==> src/rtl/hb_seq_pkg.sv <==
// Package: shared types and helpers for the half-bridge dead-time sequencer.
// Assumes: frequencies in Hz and intervals in ns fit comfortably in 64 bits.
package hb_seq_pkg;

    // Decoded per-leg command
    typedef enum logic [1:0] {
        CMD_IDLE = 2'd0,
        CMD_HIGH = 2'd1,
        CMD_LOW  = 2'd2
    } leg_cmd_e;

    // Convert a nanosecond interval to clock cycles, rounded up, minimum one
    function automatic int unsigned ns_to_cycles(longint unsigned hz, longint unsigned ns);
        longint unsigned c;
        c = (hz * ns + 64'd999_999_999) / 64'd1_000_000_000;
        if (c == 64'd0) c = 64'd1;
        return c[31:0];
    endfunction

endpackage

==> src/rtl/hb_cmd_decode.sv <==
// Module: maps one leg's pair of request bits to a single command.
// Assumes: both bits set is an invalid request and means idle (both off).
module hb_cmd_decode
    import hb_seq_pkg::*;
(
    input  logic     req_hs,
    input  logic     req_ls,
    output leg_cmd_e cmd
);

    // Pick the command; conflicting or empty requests collapse to idle
    always_comb begin
        unique case ({req_hs, req_ls})
            2'b10:   cmd = CMD_HIGH;
            2'b01:   cmd = CMD_LOW;
            default: cmd = CMD_IDLE;
        endcase
    end

endmodule

==> src/rtl/hb_blank_timer.sv <==
// Module: down-counting blanking timer for one leg.
// Assumes: load_val is the interval minus one; ready is high when no blanking runs.
module hb_blank_timer #(
    parameter int unsigned CW = 8
) (
    input  logic          clk,
    input  logic          rst_n,
    input  logic          load,
    input  logic [CW-1:0] load_val,
    output logic          ready
);

    logic [CW-1:0] cnt_q;

    // Load on request, otherwise count down to zero and hold
    always_ff @(posedge clk) begin
        if (!rst_n) begin
            cnt_q <= '0;
        end else if (load) begin
            cnt_q <= load_val;
        end else if (cnt_q != '0) begin
            cnt_q <= cnt_q - 1'b1;
        end
    end

    assign ready = (cnt_q == '0);

endmodule

==> src/rtl/hb_leg_seq.sv <==
// Module: sequences one half-bridge leg.
// Turn-off is immediate. Turn-on waits until the blanking timer is idle.
// Every gate fall loads a blanking interval chosen by the side that fell.
// Assumes: DT_HL_CYC, DT_LH_CYC >= 1 and both fit in CW bits.
module hb_leg_seq
    import hb_seq_pkg::*;
#(
    parameter int unsigned CW        = 8,
    parameter int unsigned DT_HL_CYC = 75,
    parameter int unsigned DT_LH_CYC = 125
) (
    input  logic clk,
    input  logic rst_n,
    input  logic req_hs,
    input  logic req_ls,
    input  logic force_off,
    output logic gate_hs,
    output logic gate_ls
);

    localparam logic [CW-1:0] LOAD_HL = CW'(DT_HL_CYC - 1);
    localparam logic [CW-1:0] LOAD_LH = CW'(DT_LH_CYC - 1);

    leg_cmd_e      cmd;
    logic          hs_q, ls_q, hs_d, ls_d;
    logic          tmr_load, tmr_ready;
    logic [CW-1:0] tmr_val;

    hb_cmd_decode i_dec (
        .req_hs (req_hs),
        .req_ls (req_ls),
        .cmd    (cmd)
    );

    hb_blank_timer #(.CW(CW)) i_tmr (
        .clk      (clk),
        .rst_n    (rst_n),
        .load     (tmr_load),
        .load_val (tmr_val),
        .ready    (tmr_ready)
    );

    // Next gate state and blanking load, in priority order
    always_comb begin
        hs_d     = hs_q;
        ls_d     = ls_q;
        tmr_load = 1'b0;
        tmr_val  = '0;
        if (force_off) begin
            hs_d     = 1'b0;
            ls_d     = 1'b0;
            tmr_load = 1'b1;
            tmr_val  = LOAD_LH;
        end else if (hs_q && cmd != CMD_HIGH) begin
            hs_d     = 1'b0;
            tmr_load = 1'b1;
            tmr_val  = LOAD_HL;
        end else if (ls_q && cmd != CMD_LOW) begin
            ls_d     = 1'b0;
            tmr_load = 1'b1;
            tmr_val  = LOAD_LH;
        end else if (!hs_q && !ls_q && tmr_ready) begin
            hs_d = (cmd == CMD_HIGH);
            ls_d = (cmd == CMD_LOW);
        end
    end

    // Gate state registers
    always_ff @(posedge clk) begin
        if (!rst_n) begin
            hs_q <= 1'b0;
            ls_q <= 1'b0;
        end else begin
            hs_q <= hs_d;
            ls_q <= ls_d;
        end
    end

    // Force-off masks the registered drive without a clock edge
    assign gate_hs = hs_q & ~force_off;
    assign gate_ls = ls_q & ~force_off;

endmodule

==> src/rtl/hb_deadtime_seq.sv <==
// Module: top of the six-leg dead-time sequencer.
// Converts the interval parameters to cycles and replicates one sequencer per leg.
// Assumes: requests are synchronous to clk.
module hb_deadtime_seq
    import hb_seq_pkg::*;
#(
    parameter int unsigned NUM_LEGS = 6,
    parameter int unsigned CLK_HZ   = 50_000_000,
    parameter int unsigned DT_HL_NS = 1500,
    parameter int unsigned DT_LH_NS = 2500
) (
    input  logic                clk,
    input  logic                rst_n,
    input  logic [NUM_LEGS-1:0] req_hs,
    input  logic [NUM_LEGS-1:0] req_ls,
    input  logic                force_off,
    output logic [NUM_LEGS-1:0] gate_hs,
    output logic [NUM_LEGS-1:0] gate_ls
);

    localparam int unsigned DT_HL_CYC = ns_to_cycles(longint'(CLK_HZ), longint'(DT_HL_NS));
    localparam int unsigned DT_LH_CYC = ns_to_cycles(longint'(CLK_HZ), longint'(DT_LH_NS));
    localparam int unsigned DT_MAX    = (DT_HL_CYC > DT_LH_CYC) ? DT_HL_CYC : DT_LH_CYC;
    localparam int unsigned CW        = $clog2(DT_MAX + 1);

    // One independent sequencer per leg
    for (genvar g = 0; g < NUM_LEGS; g++) begin : g_leg
        hb_leg_seq #(
            .CW        (CW),
            .DT_HL_CYC (DT_HL_CYC),
            .DT_LH_CYC (DT_LH_CYC)
        ) i_leg (
            .clk       (clk),
            .rst_n     (rst_n),
            .req_hs    (req_hs[g]),
            .req_ls    (req_ls[g]),
            .force_off (force_off),
            .gate_hs   (gate_hs[g]),
            .gate_ls   (gate_ls[g])
        );
    end

endmodule

==> config.mk <==
export PLATFORM = sky130hd
export DESIGN_NAME = hb_deadtime_seq
export DESIGN_NICKNAME = d
export VERILOG_FILES = /design/src/rtl/hb_seq_pkg.sv /design/src/rtl/hb_cmd_decode.sv /design/src/rtl/hb_blank_timer.sv /design/src/rtl/hb_leg_seq.sv /design/src/rtl/hb_deadtime_seq.sv
export SDC_FILE = /design/constraint.sdc
export NUM_CORES = 1
export LEC_CHECK = 0
export BUFFER_PORTS_ARGS = -buffer_cell sky130_fd_sc_hd__buf_2
export CAP_MARGIN = 0
export CORE_MARGIN = 5
export CORE_UTILIZATION = 63
export CTS_BUF_LIST = sky130_fd_sc_hd__clkbuf_2
export DETAILED_ROUTE_END_ITERATION = 7
export GPL_ROUTABILITY_DRIVEN = 0
export PLACE_DENSITY = 0.92
export SLEW_MARGIN = 10
export SYNTH_ARGS = -nofsm -noshare
export SYNTH_HDL_FRONTEND = slang
export SYNTH_SLANG_ARGS = --single-unit
==> constraint.sdc <==
create_clock -name clk -period 3.8 [get_ports clk]
set_clock_uncertainty 0.2 [all_clocks]
set_input_delay 0.19 -clock clk [delete_from_list [all_inputs] [get_ports clk]]
set_output_delay 0.19 -clock clk [all_outputs]
set_load 0.1 [all_outputs]
==> results.json <==
{
  "die_y_um": 82.1,
  "async_reset_ff_share_pct": 0,
  "r2r_cells": 6,
  "grt_pass1_vias": 2926,
  "whs_endpoint": "g_leg[1].i_leg.i_tmr.cnt_q[5]$_SDFFE_PN0P_",
  "cp_data_required_time_ns": 4.01,
  "path_cells": "inv_1 -> ha_1 -> nor4b_1 -> and2_1 -> o211ai_1 -> mux2i_1",
  "worst_pin_slew_ns": 0.535,
  "wl_per_cell_um": 15.8,
  "antenna_cells": 0,
  "grt_use_met2_pct": 44.1,
  "drive_gt1_share_pct": 10.5,
  "dp_hpwl_um": 5390,
  "drcViolationCount": 0,
  "vdd_drop_max_mv": 0.254,
  "ys.flop_type": "dfxtp_1",
  "grt_pass1_wl_um": 13200,
  "numCtsBuffers": 5,
  "clock_latency_ns": 0.47,
  "reg2reg_to": "g_leg[5].i_leg.i_tmr.cnt_q[1]$_SDFFE_PN0P_",
  "hp-class": "input port to flip-flop",
  "multi_input_area_mm2": 0.00197,
  "fmax_ghz": 0.488,
  "grt_overflow": 0,
  "yosysSeqAreaShare_pct": 33.0,
  "cts_resized": 0,
  "port_buffers": 26,
  "ys_warn_count": 0,
  "cpPeakStageDelay_ns": 0.41,
  "grtUsageMet1_pct": 29.4,
  "p_leak_nw": 1.42,
  "cp.buffers_inverters": 1,
  "grt_usage_pct": 25.2,
  "cp.arrival_ns": 2.25,
  "reg2reg_slack_ns": 1.75,
  "start_util_pct": 64.5,
  "synth_area_mm2": 0.00327,
  "hold_viol": 0,
  "period_share_pct": 53.9,
  "routed_via_density": 6.13,
  "critPathTopFamily": "simple AND/OR/NAND/NOR gates",
  "post_cts_buffers": 0,
  "regToRegStartpoint": "g_leg[5].i_leg.i_tmr.cnt_q[1]$_SDFFE_PN0P_",
  "crit_fanout": 9,
  "drt_wl_total_um": 7750,
  "min_from": "force_off",
  "drt-initial-drc-count": 249,
  "endpoint_kind": "flip-flop",
  "n_fill_cell": 393,
  "cts.reportedPaths.clkPinSlew_ns": 0.28,
  "busiest_layer": "met2",
  "setup_viol": 0,
  "synth_edf_count": 0,
  "finalSetupTns_ns": 0,
  "maxCapViolCount": 0,
  "startpoint_type": "flip-flop",
  "crit_slowest_cell": "dfxtp_1",
  "synth.top_cells.by_area": "dfxtp_1 33%, a221oi_1 4.8%, ha_1 4.6%, a21oi_1 4.4%, o211ai_1 4.1%",
  "postLayoutCoreUtil_pct": 70.9,
  "clockBufferDepth": 2,
  "area_delta_synth_final_pct": 9.94,
  "synthTopCellsByCount": "54 x dfxtp_1, 29 x a21oi_1, 24 x nor2_1",
  "antenna_found_initial": 0,
  "ios": 27,
  "outcome": "completed",
  "synth-seq-cells": 54,
  "powerDensity_mw_per_mm2": 356,
  "dieArea_mm2": 0.00673,
  "core_area_mm2": 0.00507,
  "synthMostInstantiatedCell": "dfxtp_1",
  "postRouteAntennaNets": 0,
  "cts_sinks": 54,
  "yosysUniqueCellTypes": 41,
  "use_met3_pct": 4.93,
  "synth_top_area_cell": "dfxtp_1",
  "fin_hold_ws_ns": 0.0995,
  "dr_total_vias": 3004,
  "nets": 447,
  "fin_crit_ns": 2.05,
  "rows": 26,
  "grt_start_max_net_pins": 30,
  "htreeDepth": 2,
  "drt_first_pass_iters": 5,
  "cts_root_buf": "clkbuf_2",
  "cts_tree": "done",
  "seqCellArea_mm2": 0.00108,
  "synth_top_area_share_pct": 33.0,
  "rsz0062_at_grt": "no",
  "slew_headroom_pct": 64.3,
  "path_class": "flip-flop to flip-flop",
  "syn_nets": 417,
  "whs_path_depth": 3,
  "syn_inst": 390,
  "p_total_mw": 1.28,
  "maxSlewViolCount": 0,
  "syn_area_per_cell_um2": 8.39,
  "dieWidth_um": 82.1
}
==> flip-flops by register name, summed over array words and instances, names as in the netlist <==
register	count
g_leg.i_leg.hs_q	6
g_leg.i_leg.ls_q	6
g_leg.i_leg.i_tmr.cnt_q	42
==> how the worst max path moves through the flow <==
stage / start / to / cells after the start
global placement: g_leg[5].i_leg.i_tmr.cnt_q[0]$_SDFFE_PN0P_ / g_leg[5].i_leg.i_tmr.cnt_q[3]$_SDFFE_PN0P_ / 6
CTS: g_leg[5].i_leg.i_tmr.cnt_q[1]$_SDFFE_PN0P_ / g_leg[5].i_leg.i_tmr.cnt_q[1]$_SDFFE_PN0P_ / 6
global route: g_leg[5].i_leg.i_tmr.cnt_q[1]$_SDFFE_PN0P_ / g_leg[5].i_leg.i_tmr.cnt_q[1]$_SDFFE_PN0P_ / 6
floorplan: g_leg[5].i_leg.i_tmr.cnt_q[0]$_SDFFE_PN0P_ / g_leg[5].i_leg.i_tmr.cnt_q[3]$_SDFFE_PN0P_ / 7
finish: g_leg[5].i_leg.i_tmr.cnt_q[1]$_SDFFE_PN0P_ / g_leg[5].i_leg.i_tmr.cnt_q[1]$_SDFFE_PN0P_ / 6
detailed placement: g_leg[5].i_leg.i_tmr.cnt_q[1]$_SDFFE_PN0P_ / g_leg[5].i_leg.i_tmr.cnt_q[1]$_SDFFE_PN0P_ / 6
==> tightest hold or removal path, cell delays in order <==
cell and delay, ns:
buf_2 0.22, a21oi_1 0.25, a221oi_1 0.10
==> what timing repair did <==
item                                   in CTS  in global routing
endpoints found under the hold margin      23                  0
hold buffers                               19                  0
setup endpoints to repair                   0                  0
==> through the flow <==
stage | area (um^2) | instances | setup WS [ns]
3_5_place_dp | 3370 | 464 | 1.79
5_1_grt | 3600 | 490 | 1.59
3_3_place_gp | 3370 | 464 | 1.98
2_1_floorplan | 3270 | 390 | 2.01
6_report | 3600 | 490 | 1.75
4_1_cts | 3600 | 490 | 1.76
==> layout make-up <==
type / count / share of cell area, %
inverters: 23 / 2.40
clock buffers: 5 / 0.696
multi-input cells: 289 / 54.7
flip-flops and latches: 54 / 30.1
well taps: 70 / 2.43
clock inverters: 2 / 0.417
repair buffers: 47 / 9.32
==> cell families (layout without fill, tap and decap cells) <==
family	Yosys count	in the layout	share of synthesized area (%)
compound gates	123	123	25.8
xor+xnor	21	21	5.62
fa+ha+maj	12	12	4.59
buf+inv	47	77	6.85
flops	54	54	33.0
mux	8	8	2.45
simple gates	125	125	21.7
==> where the power goes <==
part / internal [mW] / switching [mW] / leakage (nW) / total (mW)
logic: 0.172 / 0.209 / 0.954 / 0.381
registers: 0.620 / 0.0503 / 0.448 / 0.670
clock network: 0.0409 / 0.187 / 0.0211 / 0.228
total: 0.833 / 0.446 / 1.42 / 1.28
==> layer usage <==
| metal | vias up | wire length, um |
|---|---|---|
| li1 | 1478 | - |
| met1 | 1409 | 3250 |
| met2 | 98 | 3950 |
| met3 | 19 | 360 |
| met4 | 0 | 185 |
| met5 | - | 0 |
==> cells in the final DEF (no fill, tap or decap), types with 11 or more instances in the layout <==
cell type | synthesis | routed
a21oi_1 | 29 | 29
a221oi_1 | 18 | 18
buf_2 | 2 | 26
dfxtp_1 | 54 | 54
dlygate4sd3_1 | 0 | 19
ha_1 | 12 | 12
inv_1 | 22 | 22
nand2_1 | 20 | 20
nand2b_1 | 16 | 16
nor2_1 | 24 | 24
nor2b_1 | 11 | 11
nor3_1 | 14 | 14
o211ai_1 | 18 | 18
o21ai_0 | 16 | 16
xor2_1 | 15 | 15
No activity file was read; power rests on OpenSTA's default activity.
